==> src/rtl/dp_alu_pkg.sv <==
package dp_alu_pkg;

  typedef enum logic [3:0] {
    OP_AND = 4'd0,  OP_EOR = 4'd1,  OP_SUB = 4'd2,  OP_RSB = 4'd3,
    OP_ADD = 4'd4,  OP_ADC = 4'd5,  OP_SBC = 4'd6,  OP_RSC = 4'd7,
    OP_TST = 4'd8,  OP_TEQ = 4'd9,  OP_CMP = 4'd10, OP_CMN = 4'd11,
    OP_ORR = 4'd12, OP_MOV = 4'd13, OP_BIC = 4'd14, OP_MVN = 4'd15
  } alu_op_e;

  typedef struct packed {
    logic n;
    logic z;
    logic c;
    logic v;
  } nzcv_t;

  function automatic logic op_is_cmp(input logic [3:0] op);
    return op[3:2] == 2'b10;
  endfunction

  function automatic logic op_is_arith(input logic [3:0] op);
    logic r;
    case (op)
      OP_SUB, OP_RSB, OP_ADD, OP_ADC,
      OP_SBC, OP_RSC, OP_CMP, OP_CMN: r = 1'b1;
      default:                        r = 1'b0;
    endcase
    return r;
  endfunction

endpackage

==> src/rtl/dp_alu_arith.sv <==
module dp_alu_arith
  import dp_alu_pkg::*;
#(
  parameter int WIDTH = 32
) (
  input  logic [3:0]       op,
  input  logic [WIDTH-1:0] a,
  input  logic [WIDTH-1:0] b,
  input  logic             c_in,
  output logic [WIDTH-1:0] sum,
  output logic             c_out,
  output logic             v_out
);
  localparam int MSB = WIDTH - 1;

  logic             swap;
  logic             invert;
  logic             carry0;
  logic [WIDTH-1:0] x;
  logic [WIDTH-1:0] y_raw;
  logic [WIDTH-1:0] y;
  logic [WIDTH:0]   full;

  always_comb begin
    swap   = (op == OP_RSB) || (op == OP_RSC);
    invert = (op == OP_SUB) || (op == OP_RSB) || (op == OP_SBC) ||
             (op == OP_RSC) || (op == OP_CMP);
    case (op)
      OP_ADC, OP_SBC, OP_RSC: carry0 = c_in;
      default:                carry0 = invert;
    endcase
    x     = swap ? b : a;
    y_raw = swap ? a : b;
    y     = invert ? ~y_raw : y_raw;
    full  = {1'b0, x} + {1'b0, y} + {{WIDTH{1'b0}}, carry0};
    sum   = full[MSB:0];
    c_out = full[WIDTH];
    v_out = (x[MSB] == y[MSB]) && (full[MSB] != x[MSB]);
  end

endmodule

==> src/rtl/dp_alu_logic.sv <==
module dp_alu_logic
  import dp_alu_pkg::*;
#(
  parameter int WIDTH = 32
) (
  input  logic [3:0]       op,
  input  logic [WIDTH-1:0] a,
  input  logic [WIDTH-1:0] b,
  output logic [WIDTH-1:0] res
);
  always_comb begin
    case (op)
      OP_AND, OP_TST: res = a & b;
      OP_EOR, OP_TEQ: res = a ^ b;
      OP_ORR:         res = a | b;
      OP_MOV:         res = b;
      OP_BIC:         res = a & ~b;
      OP_MVN:         res = ~b;
      default:        res = '0;
    endcase
  end
endmodule

==> src/rtl/dp_alu.sv <==
module dp_alu
  import dp_alu_pkg::*;
#(
  parameter int WIDTH = 32
) (
  input  logic             clk,
  input  logic             rst,
  input  logic [3:0]       op,
  input  logic [WIDTH-1:0] a,
  input  logic [WIDTH-1:0] b,
  input  logic             shift_carry,
  input  logic             shift_applied,
  input  logic [3:0]       flags_in,
  input  logic             set_flags,
  output logic [WIDTH-1:0] result,
  output logic             wr_en,
  output logic [3:0]       flags_out
);
  localparam int MSB = WIDTH - 1;

  logic [WIDTH-1:0] arith_sum;
  logic             arith_c;
  logic             arith_v;
  logic [WIDTH-1:0] logic_res;
  logic [WIDTH-1:0] res_d;
  logic             is_arith;
  logic             is_cmp;
  logic             upd;
  nzcv_t            cur;
  nzcv_t            nxt;

  dp_alu_arith #(.WIDTH(WIDTH)) u_arith (
    .op    (op),
    .a     (a),
    .b     (b),
    .c_in  (flags_in[1]),
    .sum   (arith_sum),
    .c_out (arith_c),
    .v_out (arith_v)
  );

  dp_alu_logic #(.WIDTH(WIDTH)) u_logic (
    .op  (op),
    .a   (a),
    .b   (b),
    .res (logic_res)
  );

  always_comb begin
    is_arith = op_is_arith(op);
    is_cmp   = op_is_cmp(op);
    upd      = is_cmp || set_flags;
    res_d    = is_arith ? arith_sum : logic_res;
    cur      = nzcv_t'(flags_in);
    nxt      = cur;
    if (upd) begin
      nxt.n = res_d[MSB];
      nxt.z = (res_d == '0);
      if (is_arith) begin
        nxt.c = arith_c;
        nxt.v = arith_v;
      end else if (shift_applied) begin
        nxt.c = shift_carry;
      end
    end
  end

  always_ff @(posedge clk) begin
    if (rst) begin
      result    <= '0;
      wr_en     <= 1'b0;
      flags_out <= '0;
    end else begin
      result    <= res_d;
      wr_en     <= !is_cmp;
      flags_out <= nxt;
    end
  end

endmodule

==> config.mk <==
export PLATFORM = sky130hd
export DESIGN_NAME = dp_alu
export DESIGN_NICKNAME = d
export VERILOG_FILES = /design/src/rtl/dp_alu_pkg.sv /design/src/rtl/dp_alu_arith.sv /design/src/rtl/dp_alu_logic.sv /design/src/rtl/dp_alu.sv
export SDC_FILE = /design/constraint.sdc
export NUM_CORES = 1
export LEC_CHECK = 0
export CORE_ASPECT_RATIO = 1.4
export CORE_MARGIN = 4
export CORE_UTILIZATION = 35
export DETAILED_ROUTE_END_ITERATION = 12
export DONT_BUFFER_PORTS = 1
export RECOVER_POWER = 100
export SYNTH_ARGS = -nofsm -noshare
export SYNTH_HDL_FRONTEND = slang
export SYNTH_HIERARCHICAL = 1
export SYNTH_SLANG_ARGS = --single-unit
==> constraint.sdc <==
create_clock -name clk -period 9.2 [get_ports clk]
set_input_delay 1.38 -clock clk [delete_from_list [all_inputs] [get_ports clk]]
set_output_delay 1.38 -clock clk [all_outputs]
set_load 0.02 [all_outputs]
==> results.toml, run 1 <==
[run_status]
status = "complete, but fails checks"
violations = "max-capacitance violations, max-slew violations"

[floorplan]
die_x_um = 126
core_um2 = 18800
ios = 114
dieArea_um2 = 21700
die_h_um = 173
start_util_pct = 36.0
rows = 59

[global_routing]
grt_first_pass_wirelength_um = 35200
overflow = 0
first_global_vias = 6271
grt.total_usage_pct = 20.0
grt_max_degree = 65
grt_antenna_before_repair = 0

[timing]
post-route-min-period_ns = 6.57
tightest_slew_ns = 1.69
holdWs_ns = 1.16
hold_violations = 0
setup_viol = 0
grt_setup_unrepaired = "no"
fin_setup_tns_ns = 0
max_freq_ghz = 0.152
slew_violations = 33
slew_headroom_pct = -13.1
period_share_pct = 71.5

[logic_synthesis]
async_reset_ff_share_pct = 0
synth_edf_count = 0
synthesis.area_um2 = 6780
yosysTopAreaCell = "ha_1"
ys_seq_area_share_pct = 10.9
synth.ff_latch_count = 37
netlist_instances = 842
ys_types = 61
ys.flop_type = "dfxtp_1"
synth_top_area_share_pct = 11.6
yosys_warnings = 6
synthTopCellsByArea = "ha_1, dfxtp_1, mux2i_1"
avgSynthCellArea_um2 = 8.05
syn_nets = 984

[clock_network]
numCtsBuffers = 5
cts_buffer_depth = 2
clk_pin_slew_ns = 0.06
cts.sinks = 37
tritoncts = "built"
post_cts_buffers = 0
cts-root-buf = "clkbuf_16"
ctsResizeCount = 0
h-tree-depth = 2
holdBufCountCts = 0

[placed_design]
gp_congestion = 0.955
dp.cells = 1039
hpwl_um = 17800
numPortBuffers = 0

[job]
cap_violations = 1

[critical_path]
crit_family = "compound AO/OA/AOI/OAI gates"
crit_chain = "o21ai_0 > nand2_1 > xnor2_1 > fa_1 > inv_1 > fa_1 > a21o_1 > a221oi_1 > o21ai_0 > a31oi_1 > o22ai_1 > o311ai_0 > a31oi_1 > nor4_1 > nand4_1 > a211oi_1 > a32o_1"
critical-path-max-stage-delay_ns = 0.97
worstPathRequired_ns = 9.43
cp_max_fo = 44
worstSetupEndpointType = "flip-flop"
cp.buffers_inverters = 1
arrival_ns = 6.81
crit_type = "input port to flip-flop"
start_kind = "input port"
critPathSlowestCell = "nand2_1"

[pwr]
p_per_area_nw_per_um2 = 137
total_leakage_power_nw = 3.00
vdd_ir_drop_max_uv = 67.9

[routing]
ant_nets = 0
routed_wl_um = 22500
drc = 0
post_drt_via_cell_ratio = 5.87
vias = 6149
drt-pass1-iter-count = 5
wire_per_inst_um = 21.5
drtIter0Drc = 349

[cells_and_area]
drive_above_1_share_pct = 14.3
fillers = 1993
stdcell_count = 1047
area_growth_pct = 3.23
multi_input_area_um2 = 5450
num_antenna_cells = 0
fin_nets = 944
register_area_um2 = 741

[min_path]
min_path_type = "input port to flip-flop"
[per-layer routing]
| metal | track usage (%) | routed length, um | part of all wire [%] |
|---|---|---|---|
| met5 | 0 | 0 | 0 |
| met4 | 10.6 | 1260 | 5.6 |
| met3 | 5.40 | 1560 | 6.9 |
| met2 | 36.6 | 11500 | 51 |
| met1 | 20.6 | 8200 | 36 |
[cells by family after synthesis]
group           synth area share, %
simple gates                   15.6
buf+inv                        8.18
compound gates                 29.8
mux                            15.3
xor+xnor                       8.01
flops                          10.9
fa+ha+maj                      12.2
[path summary, 6_finish.rpt]
path  startpoint  cells past startpoint                       to
max        op[0]                     17  flags_out[2]$_SDFF_PP0_
min          rst                      1    result[31]$_SDFF_PP0_
[through the flow]
step	util (%)	cell area, um2	setup slack (ns)	total power [W]
after global routing	37.2	6990	2.08	0.00102
after detailed placement	36.5	6870	3.38	0.000755
final	37.2	6990	2.63	0.000955
after CTS	37.4	7040	3.70	0.000966
after floorplan	-	6780	3.97	0.000635
after global placement	36.5	6870	3.54	0.000755
[sequential cells by signal, summed over array words and instances (netlist names)]
signal / flops
result: 32
wr_en: 1
flags_out: 4
[cells in the final DEF, fill, tap and decap left out, types with 3 or more instances in the layout]
master	Yosys	final
nor2b_1	7	7
nand4_1	12	12
inv_1	70	70
o22a_1	31	31
mux2_2	31	31
nor3_1	4	5
buf_4	0	8
a31oi_1	7	8
a22oi_2	30	30
o221ai_2	30	30
nand2_1	96	95
nand3_1	7	7
a21o_1	14	14
nor2_1	29	28
dfxtp_1	37	37
o31ai_1	4	4
a21boi_0	3	3
a21oi_1	65	66
o21ai_0	18	22
ha_1	63	63
nor4_1	16	16
nand3b_1	3	3
nand2b_1	35	35
xnor2_1	19	19
mux2i_1	66	66
clkbuf_16	0	5
xor2_1	43	43
a211oi_1	4	5
[layout make-up]
type / instances / share of cell area [%]
Multi-Input combinational cell: 680 / 78.0
Clock inverter: 3 / 0.662
Sequential cell: 37 / 10.6
Timing Repair Buffer: 8 / 0.859
Clock buffer: 5 / 1.79
Inverter: 70 / 3.76
Tap cell: 244 / 4.36
[synth_stat cells (3+ instances only)]
| library cell | count |
|---|---|
| a211oi_1 | 4 |
| a21boi_0 | 3 |
| a21o_1 | 14 |
| a21oi_1 | 65 |
| a22oi_2 | 30 |
| a31oi_1 | 7 |
| buf_1 | 8 |
| buf_2 | 20 |
| buf_6 | 8 |
| clkbuf_1 | 19 |
| dfxtp_1 | 37 |
| ha_1 | 63 |
| inv_1 | 70 |
| mux2_2 | 31 |
| mux2i_1 | 66 |
| nand2_1 | 96 |
| nand2b_1 | 35 |
| nand3_1 | 7 |
| nand3b_1 | 3 |
| nand4_1 | 12 |
| nor2_1 | 29 |
| nor2b_1 | 7 |
| nor3_1 | 4 |
| nor4_1 | 16 |
| o21ai_0 | 18 |
| o21ai_1 | 3 |
| o21ai_2 | 3 |
| o221ai_2 | 30 |
| o22a_1 | 31 |
| o31ai_1 | 4 |
| xnor2_1 | 19 |
| xor2_1 | 43 |
[power breakdown]
part | total [W] | switching, W | internal, W
registers | 0.000228 | 0.0000422 | 0.000186
clock network | 0.000208 | 0.0000791 | 0.000129
logic | 0.000520 | 0.000319 | 0.000201
(Power assumes the default switching activity.)
==> run 2, diff against run 1 <==
==> constraint.sdc (replaced) <==
create_clock -name clk -period 6.4 [get_ports clk]
set_input_delay 0.96 -clock clk [delete_from_list [all_inputs] [get_ports clk]]
set_output_delay 0.96 -clock clk [all_outputs]
set_load 0.02 [all_outputs]
==> results.toml, run 2 (synthesis results as in run 1) <==
[run_status]
status = "finished clean"

[clock_network]
cts.sinks = 37
h-tree-depth = 2
holdBufCountCts = 0
ctsResizeCount = 0
clk_pin_slew_ns = 0.06
cts_buffer_depth = 2
cts-root-buf = "clkbuf_16"
numCtsBuffers = 5
tritoncts = "built"
post_cts_buffers = 0

[floorplan]
rows = 59
core_um2 = 18800
die_h_um = 173
start_util_pct = 36.0
dieArea_um2 = 21700
ios = 114
die_x_um = 126

[timing]
max_freq_ghz = 0.192
period_share_pct = 81.5
holdWs_ns = 0.739
slew_headroom_pct = 29.9
post-route-min-period_ns = 5.22
hold_violations = 0
setup_viol = 0
tightest_slew_ns = 1.03
slew_violations = 0
grt_setup_unrepaired = "no"
fin_setup_tns_ns = 0

[global_routing]
first_global_vias = 6276
grt_max_degree = 45
grt_antenna_before_repair = 0
grt_first_pass_wirelength_um = 35300
overflow = 0
grt.total_usage_pct = 20.2

[placed_design]
gp_congestion = 0.978
numPortBuffers = 0
hpwl_um = 18200

[pwr]
p_seq_share_pct = 24.1
total_leakage_power_nw = 3.01
power_switching_w = 0.000620
p_per_area_nw_per_um2 = 194
p_int_w = 0.000736
p_comb_share_pct = 55.2
clkPwrFrac_pct = 20.7
vdd_ir_drop_max_uv = 134
p_sw_share_pct = 45.7

[critical_path]
cp.buffers_inverters = 2
arrival_ns = 5.45
critPathSlowestCell = "buf_4"
crit_family = "compound AO/OA/AOI/OAI gates"
cp_max_fo = 30
worstPathRequired_ns = 6.63
crit_type = "input port to flip-flop"
crit_chain = "nand3b_1 > buf_4 > mux2i_1 > fa_1 > inv_1 > fa_1 > a21o_1 > a221oi_1 > o21ai_0 > a31oi_1 > o21ai_0 > a41oi_2 > xnor2_1 > nor4_1 > nand2_1 > o22ai_1 > a32o_1"
start_kind = "input port"
critical-path-max-stage-delay_ns = 0.45
worstSetupEndpointType = "flip-flop"

[routing]
ant_nets = 0
vias = 6164
routed_wl_um = 22300
post_drt_via_cell_ratio = 5.88
drc = 0
wire_per_inst_um = 21.3
drtIter0Drc = 390
drt-pass1-iter-count = 5

[cells_and_area]
largest_reg_flops = 32
num_antenna_cells = 0
reg_top3 = "result x32, flags_out x4, wr_en x1"
drive_above_1_share_pct = 14.6
area_growth_pct = 3.32
final_cell_mix = "nand2_1, inv_1, a21oi_1, mux2i_1, ha_1"
regMostFlops = "result"
fin_nets = 946
layout_commonest_cell = "nand2_1"

[job]
cap_violations = 0

[min_path]
min_path_type = "input port to flip-flop"
==> run 2: path summary, 6_finish.rpt <==
path / slack [ns] / start / end / cells past startpoint
worst max-delay path: 1.18 / op[3] / flags_out[2]$_SDFF_PP0_ / 17
worst min-delay path: 0.74 / rst / flags_out[3]$_SDFF_PP0_ / 1
==> run 2: power by group through the flow <==
stage	sequential, W	clock [W]	combinational, W
floorplan	0.000326	0	0.000587
global placement	0.000336	0	0.000754
CTS	0.000330	0.000294	0.000758
global route	0.000332	0.000301	0.000826
finish	0.000327	0.000281	0.000748
detailed placement	0.000335	0	0.000753
==> run 2: metal layers <==
layer,vias up,wire length [um],track usage [%]
li1,2978,-,-
met1,2922,8090,21.4
met2,202,11000,34.8
met3,62,1580,5.40
met4,0,1640,13.4
met5,-,0,0
==> run 2: area by class of cell <==
class	instances	area (um2)
clock buffer	5	125
clock inverter	2	35.0
multi-input combinational	680	5460
sequential	37	741
tap	244	305
inverter	70	263
fill	1973	11800
timing repair buffer	10	75.1
==> run 2: per-stage QoR <==
step	setup slack, ns	total power (W)	std cells	utilization [%]	instance area (um2)
floorplan	1.59	0.000913	842	-	6780
global placement	1.38	0.00109	1041	36.6	6890
detailed placement	1.30	0.00109	1041	36.6	6890
CTS	1.59	0.00138	1048	37.4	7050
global route	0.831	0.00146	1048	37.2	7000
finish	1.18	0.00136	1048	37.2	7000
==> run 3, diff against run 2 <==
--- a/config.mk
+++ b/config.mk
@@ -5,6 +5,7 @@
 export SDC_FILE = /design/constraint.sdc
 export NUM_CORES = 1
 export LEC_CHECK = 0
+export ABC_AREA = 1
 export CORE_ASPECT_RATIO = 1.4
 export CORE_MARGIN = 4
 export CORE_UTILIZATION = 35
==> constraint.sdc (replaced) <==
create_clock -name clk -period 4.7 [get_ports clk]
set_input_delay 0.705 -clock clk [delete_from_list [all_inputs] [get_ports clk]]
set_output_delay 0.705 -clock clk [all_outputs]
set_load 0.02 [all_outputs]
==> results.toml, run 3 <==
[run_status]
status = "finished clean"

[logic_synthesis]
async_reset_ff_share_pct = 0
ys_seq_area_share_pct = 9.62
synth.ff_latch_count = 37
avgSynthCellArea_um2 = 5.16
ys_types = 34
netlist_instances = 1493
synth_edf_count = 0
yosysTopAreaCell = "nand2_1"
synth_top_area_share_pct = 29.9
ys.flop_type = "dfxtp_1"
synth_common_cells = "nand2_1, inv_1, nor2_1"
synth_most_common_cell = "nand2_1"
yosys_warnings = 6
syn_nets = 1635
synthesis.area_um2 = 7700
synthTopCellsByArea = "nand2_1, inv_1, ha_1"

[floorplan]
die_h_um = 184
rows = 64
start_util_pct = 35.4
dieArea_um2 = 24500
ios = 114
die_x_um = 133
core_um2 = 21800

[min_path]
min_path_type = "input port to flip-flop"
hold_path.startpoint = "rst"
whs_endpoint = "result[10]$_SDFF_PP0_"
hold_depth = 1

[global_routing]
first_global_vias = 7941
grt.total_usage_pct = 20.0
grt_max_degree = 81
overflow = 0
grt_first_pass_wirelength_um = 40400
grt_antenna_before_repair = 0

[cells_and_area]
stdcell_count = 1749
fillers = 2490
regMostFlops = "result"
largest_reg_flops = 32
area_growth_pct = 3.69
drive_above_1_share_pct = 2.96
final_cell_mix = "nand2_1, inv_1, nor2_1"
layout_commonest_cell = "nand2_1"
reg_top3 = "result x32, flags_out x4, wr_en x1"
fin_nets = 1593
num_antenna_cells = 0

[routing]
drtIter0Drc = 574
routed_wl_um = 25200
vias = 8573
ant_nets = 0
post_drt_via_cell_ratio = 4.90
wire_per_inst_um = 14.4
drc = 0
drt-pass1-iter-count = 7

[timing]
holdWs_ns = 0.491
slew_headroom_pct = 38.2
post-route-min-period_ns = 3.98
max_freq_ghz = 0.251
grt_setup_unrepaired = "no"
hold_violations = 0
setup_ws_ns = 0.715
fin_setup_tns_ns = 0
tightest_slew_ns = 0.924
setup_viol = 0
period_share_pct = 84.8
slew_violations = 0

[clock_network]
cts_buffer_depth = 2
post_cts_buffers = 0
cts.sinks = 37
h-tree-depth = 2
tritoncts = "built"
cts-root-buf = "clkbuf_16"
holdBufCountCts = 0
clk_pin_slew_ns = 0.06
ctsResizeCount = 0
numCtsBuffers = 5

[critical_path]
critPathSlowestCell = "clkbuf_1"
cp_max_fo = 26
arrival_ns = 4.19
crit_type = "input port to flip-flop"
worstPathRequired_ns = 4.90
crit_top_cell = "nand2_1"
critPathLaunch = "op[3]"
critical-path-max-stage-delay_ns = 0.59
start_kind = "input port"
crit_chain = "inv_1 > nand3_4 > clkbuf_1 > o21ai_0 > xor2_1 > ha_1 > nand2_1 > inv_1 > a21oi_1 > nor2_1 > nor2_1 > nand2_1 > xor2_1 > inv_1 > nand3_1 > nand2_1 > nand2_1 > nor2_1 > nand2_1 > nor2_1 > nand2_1 > a21oi_1"
worstSetupEndpointType = "flip-flop"

[pwr]
vdd_ir_drop_max_uv = 236
p_per_area_nw_per_um2 = 233
total_leakage_power_nw = 4.80
finalPower_w = 0.00186

[placed_design]
hpwl_um = 20600
gp_congestion = 0.994
dp.cells = 1741
dp_slack_ns = 0.697
numPortBuffers = 0

[job]
cap_violations = 0
-- run 3: metrics by stage --
| step | cell area [um2] | util (%) |
|---|---|---|
| 4_1_cts | 8020 | 36.8 |
| 2_1_floorplan | 7700 | - |
| 3_5_place_dp | 7870 | 36.1 |
| 3_3_place_gp | 7870 | 36.1 |
| 6_report | 7990 | 36.7 |
| 5_1_grt | 7990 | 36.7 |
-- run 3: critical path: cells and delay by family --
family	cells	cell delay (ns)
adder cells (fa/ha/maj)	1	0.39
AO/OA/AOI/OAI	3	0.61
buffers and inverters	4	0.77
XOR/XNOR	2	0.39
AND/OR/NAND/NOR	12	1.34
-- run 3: worst max path at each step --
stage / endpoint / slack [ns] / cells after the start
after floorplan: flags_out[2]$_SDFF_PP0_ / 1.20 / 30
after global placement: flags_out[2]$_SDFF_PP0_ / 0.76 / 27
after detailed placement: flags_out[2]$_SDFF_PP0_ / 0.70 / 27
after CTS: flags_out[2]$_SDFF_PP0_ / 0.97 / 27
after global routing: flags_out[2]$_SDFF_PP0_ / 0.33 / 25
final: flags_out[2]$_SDFF_PP0_ / 0.72 / 22
-- run 3: cell type report --
cell class | instances | area, um2 | area share [%]
tap | 297 | 372 | 4.65
inverter | 237 | 890 | 11.1
timing repair buffer | 8 | 68.8 | 0.862
multi-input combinational | 1162 | 5770 | 72.3
clock inverter | 3 | 17.5 | 0.219
sequential | 37 | 741 | 9.27
clock buffer | 5 | 125 | 1.57
-- run 3: power breakdown --
group / internal, W / total, W / switching (W)
Sequential: 0.000359 / 0.000432 / 0.0000728
Combinational: 0.000371 / 0.00111 / 0.000740
Clock: 0.000194 / 0.000316 / 0.000122
Total: 0.000924 / 0.00186 / 0.000935
-- run 3: logic make-up (layout without fill, tap and decap cells) --
logic type	after synthesis	after routing	share of synthesized area, %
compound gates	156	156	10.6
fa+ha+maj	65	65	10.8
flops	37	37	9.62
xor+xnor	50	50	5.68
buf+inv	294	253	15.5
simple gates	891	891	47.8
-- run 3: per-layer routing --
metal  GRT usage, %  wire (um)
met5              0          0
met4           7.70        920
met3           3.04       1570
met2           34.9      11800
met1           24.9      10800
